$ cat config.mk
export PLATFORM = sky130hd
export DESIGN_NAME = spi_autopoll
export DESIGN_NICKNAME = d
export VERILOG_FILES = /design/src/rtl/spi_apoll_pkg.sv /design/src/rtl/apoll_ctl.sv /design/src/rtl/apoll_seq.sv /design/src/rtl/apoll_irq.sv /design/src/rtl/spi_autopoll.sv
export SDC_FILE = /design/constraint.sdc
export NUM_CORES = 1
export LEC_CHECK = 0
export BUFFER_PORTS_ARGS = -buffer_cell sky130_fd_sc_hd__buf_4
export CORE_ASPECT_RATIO = 0.7
export CORE_MARGIN = 2
export CORE_UTILIZATION = 54
export DETAILED_ROUTE_END_ITERATION = 8
export GPL_TIMING_DRIVEN = 0
export PLACE_DENSITY_LB_ADDON = 0.15
export SETUP_SLACK_MARGIN = 0.4
export SLEW_MARGIN = 20
export SYNTH_ARGS = -nofsm -noshare
export SYNTH_HDL_FRONTEND = slang
export SYNTH_HIERARCHICAL = 1
export SYNTH_SLANG_ARGS = --single-unit
$ cat constraint.sdc
create_clock -name clk -period 5.6 [get_ports clk]
set_clock_uncertainty 0.05 [all_clocks]
set_input_delay 1.68 -clock clk [delete_from_list [all_inputs] [get_ports clk]]
set_output_delay 1.68 -clock clk [all_outputs]
set_load 0.01 [all_outputs]
$ cat src/rtl/spi_apoll_pkg.sv
package spi_apoll_pkg;

    // Register and field geometry
    localparam int REG_W    = 32;
    localparam int CMD_LSB  = 0;
    localparam int CMD_W    = 8;
    localparam int TMO_LSB  = 16;
    localparam int TMO_W    = 4;
    localparam int BSEL_LSB = 24;
    localparam int BSEL_W   = 3;
    localparam int POL_BIT  = 30;
    localparam int RUN_BIT  = 31;
    localparam int CLKSEL_W = 3;

    // Interrupt event positions
    localparam int EV_XFER  = 0;
    localparam int EV_OK    = 1;
    localparam int EV_TMO   = 2;
    localparam int EV_N     = 3;

    typedef struct packed {
        logic              pol;
        logic [BSEL_W-1:0] bsel;
        logic [TMO_W-1:0]  tmo;
        logic [CMD_W-1:0]  cmd;
    } poll_cfg_t;

    typedef enum logic [2:0] {
        PS_IDLE,
        PS_CMD,
        PS_RESP,
        PS_REL,
        PS_GAP
    } poll_st_t;

    function automatic poll_cfg_t cfg_from_word(input logic [REG_W-1:0] w);
        poll_cfg_t c;
        c.cmd  = w[CMD_LSB +: CMD_W];
        c.tmo  = w[TMO_LSB +: TMO_W];
        c.bsel = w[BSEL_LSB +: BSEL_W];
        c.pol  = w[POL_BIT];
        return c;
    endfunction

    function automatic logic [REG_W-1:0] word_from_cfg(input poll_cfg_t c, input logic run);
        logic [REG_W-1:0] w;
        w = '0;
        w[CMD_LSB +: CMD_W]   = c.cmd;
        w[TMO_LSB +: TMO_W]   = c.tmo;
        w[BSEL_LSB +: BSEL_W] = c.bsel;
        w[POL_BIT]            = c.pol;
        w[RUN_BIT]            = run;
        return w;
    endfunction

endpackage

$ cat src/rtl/apoll_ctl.sv
module apoll_ctl
    import spi_apoll_pkg::*;
(
    input  logic             clk,
    input  logic             rst,
    input  logic             poll_wr,
    input  logic [REG_W-1:0] poll_wdata,
    input  logic             fin,
    output logic             start,
    output logic             abort,
    output logic             busy,
    output poll_cfg_t        cfg_q,
    output logic [REG_W-1:0] rdata
);

    // Start only from idle; a run-bit-low write while busy cancels.
    assign start = poll_wr &&  poll_wdata[RUN_BIT] && !busy;
    assign abort = poll_wr && !poll_wdata[RUN_BIT] &&  busy;

    always_ff @(posedge clk) begin
        if (rst) begin
            busy  <= 1'b0;
            cfg_q <= '0;
        end else begin
            if (poll_wr && !busy) begin
                cfg_q <= cfg_from_word(poll_wdata);
            end
            if (start) begin
                busy <= 1'b1;
            end else if (abort || fin) begin
                busy <= 1'b0;
            end
        end
    end

    assign rdata = word_from_cfg(cfg_q, busy);

endmodule

$ cat src/rtl/apoll_seq.sv
module apoll_seq
    import spi_apoll_pkg::*;
#(
    parameter int BASE_TRIES = 31,
    parameter int GAP_CYCLES = 4
) (
    input  logic                clk,
    input  logic                rst,
    input  logic                start,
    input  logic                abort,
    input  poll_cfg_t           cfg,
    input  logic [CLKSEL_W-1:0] clk_sel,
    input  logic                xb_ack,
    input  logic [CMD_W-1:0]    xb_rx,
    output logic                cs_n,
    output logic                xb_req,
    output logic [CMD_W-1:0]    xb_tx,
    output logic                fin_ok,
    output logic                fin_tmo
);

    localparam int MAX_SH  = (2**CLKSEL_W - 1) + (2**TMO_W - 1);
    localparam int SH_W    = $clog2(MAX_SH + 1);
    localparam int LIMIT_W = $clog2(BASE_TRIES + 1) + MAX_SH;
    localparam int GAP_W   = (GAP_CYCLES > 1) ? $clog2(GAP_CYCLES) : 1;
    localparam logic [GAP_W-1:0] GAP_LAST = GAP_W'(GAP_CYCLES - 1);

    poll_st_t           st;
    logic [LIMIT_W-1:0] tries;
    logic [LIMIT_W-1:0] limit;
    logic [SH_W-1:0]    shamt;
    logic [GAP_W-1:0]   gap;
    logic               hit;
    logic               in_xfer;
    logic               at_limit;

    assign shamt    = SH_W'(clk_sel) + SH_W'(cfg.tmo);
    assign limit    = LIMIT_W'(BASE_TRIES) << shamt;
    assign at_limit = (tries == limit);

    always_ff @(posedge clk) begin
        if (rst || abort) begin
            st    <= PS_IDLE;
            tries <= '0;
            gap   <= '0;
            hit   <= 1'b0;
        end else begin
            case (st)
                PS_IDLE: begin
                    if (start) begin
                        st    <= PS_CMD;
                        tries <= '0;
                    end
                end
                PS_CMD: begin
                    if (xb_ack) st <= PS_RESP;
                end
                PS_RESP: begin
                    if (xb_ack) begin
                        hit   <= (xb_rx[cfg.bsel] == cfg.pol);
                        tries <= tries + LIMIT_W'(1);
                        st    <= PS_REL;
                    end
                end
                PS_REL: begin
                    if (hit || at_limit) begin
                        st <= PS_IDLE;
                    end else begin
                        st  <= PS_GAP;
                        gap <= '0;
                    end
                end
                PS_GAP: begin
                    if (gap == GAP_LAST) st <= PS_CMD;
                    else                 gap <= gap + GAP_W'(1);
                end
                default: st <= PS_IDLE;
            endcase
        end
    end

    assign in_xfer = (st == PS_CMD) || (st == PS_RESP);
    assign cs_n    = !in_xfer;
    assign xb_req  = in_xfer;
    assign xb_tx   = (st == PS_CMD) ? cfg.cmd : '0;
    assign fin_ok  = (st == PS_REL) &&  hit && !abort;
    assign fin_tmo = (st == PS_REL) && !hit && at_limit && !abort;

endmodule

$ cat src/rtl/apoll_irq.sv
module apoll_irq
    import spi_apoll_pkg::*;
#(
    parameter int N = EV_N
) (
    input  logic         clk,
    input  logic         rst,
    input  logic [N-1:0] ev,
    input  logic         clr_wr,
    input  logic [N-1:0] clr_bits,
    input  logic         mask_wr,
    input  logic [N-1:0] mask_bits,
    output logic [N-1:0] stat_q,
    output logic         irq
);

    logic [N-1:0] mask_q;
    logic [N-1:0] stat_d;
    logic [N-1:0] rise;

    for (genvar i = 0; i < N; i++) begin : g_bit
        // Set has priority over a same-cycle clear.
        assign stat_d[i] = ev[i] | (stat_q[i] & !(clr_wr && clr_bits[i]));
        assign rise[i]   = stat_d[i] & !stat_q[i] & !mask_q[i];

        always_ff @(posedge clk) begin
            if (rst) begin
                stat_q[i] <= 1'b0;
                mask_q[i] <= 1'b0;
            end else begin
                stat_q[i] <= stat_d[i];
                if (mask_wr) mask_q[i] <= mask_bits[i];
            end
        end
    end

    always_ff @(posedge clk) begin
        if (rst) irq <= 1'b0;
        else     irq <= |rise;
    end

endmodule

$ cat src/rtl/spi_autopoll.sv
module spi_autopoll
    import spi_apoll_pkg::*;
#(
    parameter int BASE_TRIES = 31,
    parameter int GAP_CYCLES = 4
) (
    input  logic                clk,
    input  logic                rst,
    input  logic [CLKSEL_W-1:0] clk_sel,
    input  logic                poll_wr,
    input  logic [REG_W-1:0]    poll_wdata,
    output logic [REG_W-1:0]    poll_rdata,
    input  logic                mask_wr,
    input  logic [EV_N-1:0]     mask_wdata,
    input  logic                stat_wr,
    input  logic [EV_N-1:0]     stat_wdata,
    output logic [EV_N-1:0]     stat_rdata,
    input  logic                xfer_done,
    output logic                irq,
    output logic                cs_n,
    output logic                xb_req,
    output logic [CMD_W-1:0]    xb_tx,
    input  logic                xb_ack,
    input  logic [CMD_W-1:0]    xb_rx
);

    logic            start;
    logic            abort;
    logic            busy;
    logic            fin_ok;
    logic            fin_tmo;
    poll_cfg_t       cfg_q;
    logic [EV_N-1:0] ev;

    apoll_ctl u_ctl (
        .clk        (clk),
        .rst        (rst),
        .poll_wr    (poll_wr),
        .poll_wdata (poll_wdata),
        .fin        (fin_ok | fin_tmo),
        .start      (start),
        .abort      (abort),
        .busy       (busy),
        .cfg_q      (cfg_q),
        .rdata      (poll_rdata)
    );

    apoll_seq #(
        .BASE_TRIES (BASE_TRIES),
        .GAP_CYCLES (GAP_CYCLES)
    ) u_seq (
        .clk     (clk),
        .rst     (rst),
        .start   (start),
        .abort   (abort),
        .cfg     (cfg_q),
        .clk_sel (clk_sel),
        .xb_ack  (xb_ack),
        .xb_rx   (xb_rx),
        .cs_n    (cs_n),
        .xb_req  (xb_req),
        .xb_tx   (xb_tx),
        .fin_ok  (fin_ok),
        .fin_tmo (fin_tmo)
    );

    always_comb begin
        ev          = '0;
        ev[EV_XFER] = xfer_done;
        ev[EV_OK]   = fin_ok;
        ev[EV_TMO]  = fin_tmo;
    end

    apoll_irq #(.N(EV_N)) u_irq (
        .clk       (clk),
        .rst       (rst),
        .ev        (ev),
        .clr_wr    (stat_wr),
        .clr_bits  (stat_wdata),
        .mask_wr   (mask_wr),
        .mask_bits (mask_wdata),
        .stat_q    (stat_rdata),
        .irq       (irq)
    );

endmodule

== Yosys cells after proc, flatten, opt, wreduce, memory -nomap -nowiden ==
Index checks and enable logic that the tools add are counted.
Operators by class
  order comparisons: 1
  shift operators: 1
  bitwise logic cells: 13
  equality and inequality tests: 13
  multiplexer cells: 17
  add/sub/neg operators: 3
  reduce and logical (&&, ||, !) cells: 40
Operators with widths (number)
  $mux W27: 2
  $pmux W27 S2: 1
  $add A27 B1 Y27 const B: 1
  $eq A27 B27 Y1: 1
  $shl A5 B5 Y27 const A: 1
  $mux W3: 5
  $pmux W3 S5: 1
  $logic_not A1 Y1: 14
  $logic_and A1 B1 Y1: 13
  $ne A2 B2 Y1 const B: 5
  $and A1 B1 Y1: 9
  $mux W8: 1
  $eq A3 B2 Y1 const B: 2
  $reduce_and A3 Y1: 2
  $reduce_bool A2 Y1: 3
  $add A3 B4 Y5: 1
  $logic_or A1 B1 Y1: 4
  $lt A3 B4 Y1 const B: 1
  $mux W2: 2
  $or A1 B1 Y1: 4
  $pmux W2 S2: 1
  $reduce_and A4 Y1: 1
  $bmux W1 S3: 1
  $eq A3 B1 Y1 const B: 1
  9 further kinds: 11
Word-level totals
  flip-flop bits (word level): 57
  output and inout port bits: 46

== Longest topological paths before layout ==
Gate-level depths: netlist (run 1).
  depth after elaboration: 9
  depth in mapped cells: 14
  gate-level depth less buffers: 13

== Hierarchy ==
The synthesis (run 1) kept the hierarchy.
Modules (own cells, without submodules)
  apoll_seq: cells each 358, sequential area each 660.6 µm², area an instance 2761.4 µm², times used 1
  apoll_ctl: cells each 111, sequential area each 340.3 µm², area an instance 1082.3 µm², times used 1
  apoll_irq: cells each 24, sequential area each 140.1 µm², area an instance 271.5 µm², times used 1
  spi_autopoll: cells each 1, sequential area each 0.0 µm², area an instance 6.3 µm², times used 1

== Worst setup path after synthesis (run 1) ==
OpenSTA, ideal clock, no wires.
  path kind: input -> register
  from: input clk_sel[0]
  to: register u_irq.irq
  stages: 13
  setup time: 57 ps
  slack: 955 ps
  path buffers: 0
  arrival: 4538 ps
  cells stage by stage: ha_1 -> inv_1 -> fa_1 -> nor2b_1 -> nor2_1 -> or3_1 -> a222oi_1 -> and4b_1 -> and4_1 -> o2111ai_1 -> nor4_1 -> nor4b_1 -> or3_1
Between the ends
  cells in the longest elaborated chain, start to end: 9
RTL lines
  start: declaration: RTL line spi_autopoll.sv:9  | input logic [CLKSEL_W-1:0] clk_sel,
  $add A3 B4 Y5: RTL line apoll_seq.sv:37  | assign shamt = SH_W'(clk_sel) + SH_W'(cfg.tmo);
  $shl A5 B5 Y27: RTL line apoll_seq.sv:38  | assign limit = LIMIT_W'(BASE_TRIES) << shamt;
  $eq A27 B27 Y1: RTL line apoll_seq.sv:39  | assign at_limit = (tries == limit);
  $logic_and A1 B1 Y1 (2 in a row): RTL line apoll_seq.sv:87  | assign fin_tmo = (st == PS_REL) && !hit && at_limit && !abort;
  via fin_tmo: RTL line spi_autopoll.sv:31  | logic fin_tmo;
  $or A1 B1 Y1: RTL line apoll_irq.sv:23  | assign stat_d[i] = ev[i] | (stat_q[i] & !(clr_wr && clr_bits[i]));
  $and A1 B1 Y1 (2 in a row): RTL line apoll_irq.sv:24  | assign rise[i] = stat_d[i] & !stat_q[i] & !mask_q[i];
  $reduce_or A3 Y1: RTL line apoll_irq.sv:39  | else irq <= |rise;
  end signal: assignment: RTL line apoll_irq.sv:39
  end: declaration: RTL line apoll_irq.sv:14  | output logic irq
The timed path passes the listed nets, and every way through them passes these cells.
A chain may end at the register's enable or synchronous reset.

== Worst setup path in the final report (run 1) ==
Ends and elaborated chain as after synthesis.

==> summary.md, run 1 <==
| Metric | Value |
|---|---|
| Largest net degree at the start of global routing | `11` |
| Post-detail-place hpwl | `8.676 mm` |
| Area leader, netlist | `dfxtp_1` |
| H-tree levels | `3` |
| CTS tree | `built` |
| Slowest cell on crit path | `fa_1` |
| Worst Setup SP | `clk_sel[0]` |
| Layout cell share with drive strength beyond 1 | `0.2790` |
| Finish-stage setup viols | `0` |
| Initial Util | `0.5606` |
| Startpoint Class | `input port` |
| Critical-path cell list | `buf_4, ha_1, inv_1, fa_1, nor2b_1, clkbuf_1, o221ai_2, o32a_1, nand3_1, a221o_1, nor4_2, o2111ai_1, nor4_1, nor4b_1, or3_1` |
| Max incr delay on CP | `0.53 ns` |
| Final Max Tran Viols | `0` |
| # rows | `26` |
| Required time of the worst setup path | `5.84 ns` |
| Total CTS buffers | `9` |
| Synth top area share | `0.2769` |
| Syn Std Cell Area | `4121 um2` |
| Area growth, synth to finish | `22.59%` |
| Initial antenna violation count | `0` |
| Yosys warning count | `6` |
| Worst r2r src | `u_ctl/cfg_q[8]` |
| Least-Margin Pin Slew | `0.9308 ns` |
| Layout Cells excl Fill | `693` |
| Worst-path fanout max | `8` |
| Maxcap violations | `0` |
| Number of synthesized register bits | `57` |
| M1 wire length | `5.342 mm` |
| Dpl cell area | `4830 um2` |
| Peak Freq | `0.2008 GHz` |
| I/O pin cnt | `102` |
| Residual DRC count | `0` |
| # diodes | `0` |
| Syn Inst Count | `494` |
| Final ANT Viol Nets | `0` |
| Vias | `3954` |
| Filler cell count in the final layout | `608` |
| DP Cell Count | `677` |
| Design area | `5052 um2` |
| Mean routed wirelength per cell | `16.12 um` |
| Drt total wl | `11.17 mm` |
| CP endpoint | `u_irq/irq` |
| Worst EP arrival | `5.22 ns` |
| Gr ovfl total | `0` |
| Die height | `77.10 um` |
| CP Capture Type | `register` |
| First-pass GRT wire length | `17.87 mm` |
| CP delay by family, top | `simple AND/OR/NAND/NOR gates` |
| Register area share after synthesis | `0.2769` |
| CP Class | `input port to register` |
| Clock buffer depth | `2` |
| Placer Congestion | `0.9261` |
| Initial detailed-routing violation count | `293` |
| Vias in the first global route | `3542` |
| Met3 wire length | `998 um` |
| Hold Vio Cnt, Final | `0` |
| Static Leak | `0.002063 uW` |
| Die Area | `8359 um2` |
| 1st-pass router iterations | `5` |
| Aggregate negative setup slack | `0 ns` |
| Clk slew on worst S/H paths | `0.07 ns` |
| Vias per cell | `5.706` |
| Critical R2R Capture | `u_irq/irq` |
| I/O Buffers | `71` |
| RSZ-0062 raised after global routing | `no` |
| Synthesized area per cell | `8.343 um2` |
| Min Tclk post-route | `4.979 ns` |
| Largest cells by area after synthesis | `dfxtp_1, buf_4, nor2_1, nand4bb_1, xor2_1` |
| Die X | `108.4 um` |
| Crit path depth | `15` |
| Later-pin clock latency in the skew report | `0.34 ns` |
| Ys async rst share | `0` |
| Root Driver | `clkbuf_8` |
| R2r setup slk | `1.64 ns` |
| R2R cell count | `14` |
| Post-synth top cells | `dfxtp_1, nor2_1, buf_4` |
| Final net count | `652` |
| Tightest Hold Check Type | `register to register` |
| Yosys cell types | `80` |
| Final Cycle Share | `0.8891` |
| Most numerous cell in the Yosys netlist | `dfxtp_1` |
| Worst vdd ir | `147.5 uV` |
| WHS Path Cells | `2` |
| CTS Sinks | `57` |
| Highest routed layer | `met4` |
| Post-synth top flop | `dfxtp_1` |
| Hold Buf Count CTS | `0` |
| EDFF count, synth | `0` |
| WP buf/inv | `3` |
| Slew HR | `0.3781` |
| Status | `finished clean` |
| Core area | `7352 um2` |
| Pwr/cell area | `227.9 nW/um2` |
| # Post-CTS Setup Buffers | `0` |
| Routed wl met2 | `4.675 mm` |
| Hold Slack | `0.4364 ns` |
| GRT Total Usage | `0.2740` |
logic make-up (layout without fill, tap and decap cells):
group / count (synthesis) / after routing / synth area share
multiplexers: 19 / 19 / 0.05434
AO/OA/AOI/OAI: 102 / 102 / 0.1815
adder cells (fa/ha/maj): 6 / 6 / 0.02004
other: 1 / 15 / 0.0009099
XOR/XNOR: 34 / 34 / 0.07225
buffers and inverters: 71 / 158 / 0.1072
flip-flops: 57 / 57 / 0.2769
AND/OR/NAND/NOR: 204 / 204 / 0.2869
power by group:
part | switching [uW] | internal (uW) | leakage, uW | total, uW
logic | 159 | 138 | 0.00149 | 297
registers | 9.62 | 417 | 0.000463 | 426
clock network | 167 | 262 | 0.000113 | 428
total | 335 | 817 | 0.00206 | 1150
sequential cells by signal (all words and copies together), names as in the netlist:
name          cells
u_seq/hit         1
u_irq/mask_q      3
u_ctl/busy        1
u_irq/irq         1
u_seq/gap         2
u_ctl/cfg_q      16
u_seq/tries      27
u_seq/st          3
u_irq/stat_q      3
worst min-delay path by stage:
stage                         from        endpoint  slack, ns
finish                u_seq/gap[1]    u_seq/gap[1]       0.44
global route          u_seq/gap[1]    u_seq/gap[1]       0.45
CTS                 u_ctl/cfg_q[4]  u_ctl/cfg_q[4]       0.44
detailed placement  u_ctl/cfg_q[4]  u_ctl/cfg_q[4]       0.43
global placement      u_seq/gap[1]    u_seq/gap[1]       0.40
floorplan             u_seq/gap[1]    u_seq/gap[1]       0.39
final cells by class:
type / count / area, um2 / area share
multi-input combinational: 380 / 2594 / 0.5134
sequential: 57 / 1141 / 0.2259
timing repair buffer: 71 / 533.0 / 0.1055
buffer: 59 / 396.6 / 0.07850
clock buffer: 11 / 141.4 / 0.02798
tap: 98 / 122.6 / 0.02427
clock inverter: 5 / 78.83 / 0.01560
inverter: 12 / 45.04 / 0.008915
layer usage:
metal  vias to the layer above  global-route usage
met3                        21             0.06888
met4                         0             0.06923
met1                      1828              0.4078
li1                       1914                   -
met2                       191              0.3900
met5                         -                   0
placed cells by master, fill, tap and decap left out, types with 12 or more instances in the layout:
cell type	synthesis	final
nor3_1	12	12
conb_1	1	15
dfxtp_1	57	57
o21ai_0	22	22
inv_1	12	12
mux2i_1	12	12
nand2_1	26	26
nand3_1	14	14
nand4bb_1	16	16
xor2_1	19	19
xnor2_1	15	15
nor2_1	51	51
buf_4	35	106
nand2b_1	23	23
a21oi_1	15	15
per-stage QoR:
step	worst slack (ns)	power, uW	utilization
2_1_floorplan	0.9547	636.5	-
3_3_place_gp	0.2141	722.9	0.6569
3_5_place_dp	0.1789	725.5	0.6569
4_1_cts	0.5576	1156	0.6869
5_1_grt	0.4239	1205	0.6872
6_report	0.6208	1152	0.6872
worst reg2reg max path, delay by kind of cell (launching register included):
| kind | cells | cell delay (ns) |
|---|---|---|
| AOI/OAI and AO/OA | 4 | 1.21 |
| buffers and inverters | 2 | 0.30 |
| and+or+nand+nor | 6 | 1.24 |
| DFF | 1 | 0.37 |
| adders and majority gates | 2 | 0.75 |
repair_timing:
item | in CTS | in global routing
endpoints found under the hold margin | 0 | 0
gates resized for setup | 0 | 1
setup endpoints to repair | 0 | 2
No activity file was read; power rests on OpenSTA's default activity.
==> run 2, diff against run 1 <==
--- a/config.mk
+++ b/config.mk
@@ -9,6 +9,7 @@
 export CORE_ASPECT_RATIO = 0.7
 export CORE_MARGIN = 2
 export CORE_UTILIZATION = 54
+export CTS_BUF_LIST = sky130_fd_sc_hd__clkbuf_16
 export DETAILED_ROUTE_END_ITERATION = 8
 export GPL_TIMING_DRIVEN = 0
 export PLACE_DENSITY_LB_ADDON = 0.15
==> constraint.sdc (replaced) <==
create_clock -name clk -period 5.7 [get_ports clk]
set_clock_uncertainty 0.05 [all_clocks]
set_input_delay 1.71 -clock clk [delete_from_list [all_inputs] [get_ports clk]]
set_output_delay 1.71 -clock clk [all_outputs]
set_load 0.01 [all_outputs]
==> run 2 against run 1 <==
  * Wire length up 3.2%
  * Critical path depth unchanged
  * Non-clock buffer count is the same
  * Worst hold slack lost 0.0014 ns
  * Sequential power fell by 1%
  * Die area did not move
  * Clock-buffer cell count down 2
  * Sequential cell count did not move
  * Combinational power fell by 2%
  * Via count rose by 0.76%
  * Register-to-register slack improved by 0.21 ns
  * Largest power group unchanged
==> summary.md, run 2 (same netlist as run 1, synthesis figures left out) <==
| Metric | Value |
|---|---|
| Largest net degree at the start of global routing | `11 (unchanged)` |
| Residual DRC count | `0 (unchanged)` |
| 1st-pass router iterations | `5 (unchanged)` |
| Crit path depth | `15 (unchanged)` |
| Tightest Hold Check Type | `register to register` |
| Hold Vio Cnt, Final | `0 (unchanged)` |
| Critical-path cell list | `buf_4, ha_1, inv_1, fa_1, xnor2_1, buf_4, mux2_2, o21ai_0, nand4_1, and4b_1, and4_1, o2111ai_1, nor4_2, nor4b_1, or3_1` |
| Worst vdd ir | `162.4 uV (+10%)` |
| Clk slew on worst S/H paths | `0.05 ns (-0.02 ns)` |
| Static Leak | `0.002108 uW (+2.2%)` |
| Aggregate negative setup slack | `0 ns (unchanged)` |
| CP delay by family, top | `simple AND/OR/NAND/NOR gates` |
| Area growth, synth to finish | `24.95%` |
| Die X | `108.4 um (unchanged)` |
| First-pass GRT wire length | `18.29 mm (+2.3%)` |
| Worst EP arrival | `5.13 ns (-0.09 ns)` |
| Routed wl met2 | `5.010 mm (+7.2%)` |
| Root Driver | `clkbuf_16` |
| Vias in the first global route | `3646 (+2.9%)` |
| Pwr/cell area | `247.1 nW/um2 (+8.4%)` |
| Slew HR | `0.3613 (-0.01688)` |
| H-tree levels | `3 (unchanged)` |
| M1 wire length | `5.364 mm (+0.41%)` |
| DP Worst Slack | `0.2489 ns (+0.07000 ns)` |
| Worst r2r src | `u_ctl/cfg_q[8]` |
| Final WS setup | `0.7945 ns (+0.1737 ns)` |
| CTS Sinks | `57 (unchanged)` |
| Min-delay src | `u_ctl/cfg_q[4]` |
| Initial Util | `0.5606 (unchanged)` |
| Mean routed wirelength per cell | `16.65 um (+3.2%)` |
| Vias per cell | `5.749 (+0.76%)` |
| DP Cell Count | `677 (unchanged)` |
| Max reg flops | `27 (unchanged)` |
| Utilization after layout | `0.7005 (+0.01328)` |
| Startpoint Class | `input port` |
| Core area | `7352 um2 (unchanged)` |
| Maxcap violations | `0 (unchanged)` |
| R2r setup slk | `1.85 ns (+0.21 ns)` |
| Die height | `77.10 um (unchanged)` |
| CP Class | `input port to register` |
| Status | `finished clean` |
| Slowest cell on crit path | `fa_1` |
| Met3 wire length | `1.000 mm (+0.20%)` |
| Post-detail-place hpwl | `8.676 mm (unchanged)` |
| I/O Buffers | `71 (unchanged)` |
| CTS tree | `built` |
| CP endpoint | `u_irq/irq` |
| Placer Congestion | `0.9261 (unchanged)` |
| Required time of the worst setup path | `5.92 ns (+0.08 ns)` |
| Initial antenna violation count | `0 (unchanged)` |
| R2R cell count | `14 (unchanged)` |
| Final net count | `652 (unchanged)` |
| Highest routed layer | `met4` |
| Worst Setup SP | `clk_sel[0]` |
| Min Tclk post-route | `4.906 ns` |
| # rows | `26 (unchanged)` |
| Most flops, register | `u_seq/tries` |
| GRT Total Usage | `0.2820 (+0.007986)` |
| Least-Margin Pin Slew | `0.9560 ns (+0.02527 ns)` |
| Later-pin clock latency in the skew report | `0.32 ns (-0.02 ns)` |
| I/O pin cnt | `102 (unchanged)` |
| Initial detailed-routing violation count | `378 (+29%)` |
| Gr ovfl total | `0 (unchanged)` |
| WHS Path Cells | `2 (unchanged)` |
| Die Area | `8359 um2 (unchanged)` |
| Total CTS buffers | `9 (unchanged)` |
| Crit-path most repeated cell | `buf_4` |
| Max incr delay on CP | `0.45 ns (-0.08 ns)` |
| Peak Freq | `0.2039 GHz` |
| Critical R2R Capture | `u_irq/irq` |
| Drt total wl | `11.54 mm (+3.2%)` |
| Finish-stage setup viols | `0 (unchanged)` |
| Largest registers | `u_seq/tries: 27 flops, u_ctl/cfg_q: 16 flops` |
| Final ANT Viol Nets | `0 (unchanged)` |
| RSZ-0062 raised after global routing | `no` |
| # diodes | `0 (unchanged)` |
| Layout Cells excl Fill | `693 (unchanged)` |
| Clock buffer depth | `2 (unchanged)` |
| Hold Buf Count CTS | `0 (unchanged)` |
| Final Max Tran Viols | `0 (unchanged)` |
| Final Cycle Share | `0.8606` |
| CP Capture Type | `register` |
| Worst-path fanout max | `10 (+2)` |
| Vias | `3984 (+0.76%)` |
| WP buf/inv | `3 (unchanged)` |
| Layout cell share with drive strength beyond 1 | `0.2790 (unchanged)` |
| Most common cell after layout, fill and taps aside | `buf_4` |
| Commonest non-fill, non-tap cells in the layout | `buf_4, dfxtp_1, nor2_1, nand2_1, nand2b_1` |
run 2: worst min-delay path, delay by kind of cell (launching register included):
family,cells,cell delay [ns]
AOI/OAI and AO/OA,1,0.06
DFF,1,0.31
and+or+nand+nor,1,0.06
run 2: worst min path at each step:
| stage | endpoint | slack (ns) |
|---|---|---|
| floorplan | u_seq/gap[1] | 0.39 |
| global placement | u_seq/gap[1] | 0.40 |
| detailed placement | u_ctl/cfg_q[4] | 0.43 |
| CTS | u_ctl/cfg_q[4] | 0.44 |
| global route | u_seq/gap[1] | 0.46 |
| finish | u_ctl/cfg_q[4] | 0.43 |
run 2: report_power, final:
part           switching, uW  internal (uW)  leakage (uW)
clock network            183            378      0.000158
logic                    156            136       0.00149
registers               9.75            410      0.000463
run 2: through the flow:
step	instance area (um2)	hold slack, ns	total power, uW
floorplan	4174	0.3921	625.3
global placement	4830	0.4013	710.2
detailed placement	4830	0.4318	712.8
CTS	5141	0.4401	1277
global route	5150	0.4579	1327
finish	5150	0.4350	1273
run 2: metal layers:
metal  vias to the layer above  track usage
li1                       1915            -
met1                      1861       0.4068
met2                       187       0.4081
met3                        21      0.07228
met4                         0      0.08718
met5                         -            0
run 2: final cells by class:
class	instances	area [um2]
multi-input cells	380	2600
fillers	597	2202
flip-flops and latches	57	1141
repair buffers	71	533.0
plain buffers	59	396.6
clock buffers	9	225.2
well taps	98	122.6
clock inverters	7	86.33
inverters	12	45.04
run 2: what timing repair did:
action	in CTS	in global routing
resized for setup	0	2
setup buffers	0	0
endpoints found under the setup margin	0	2
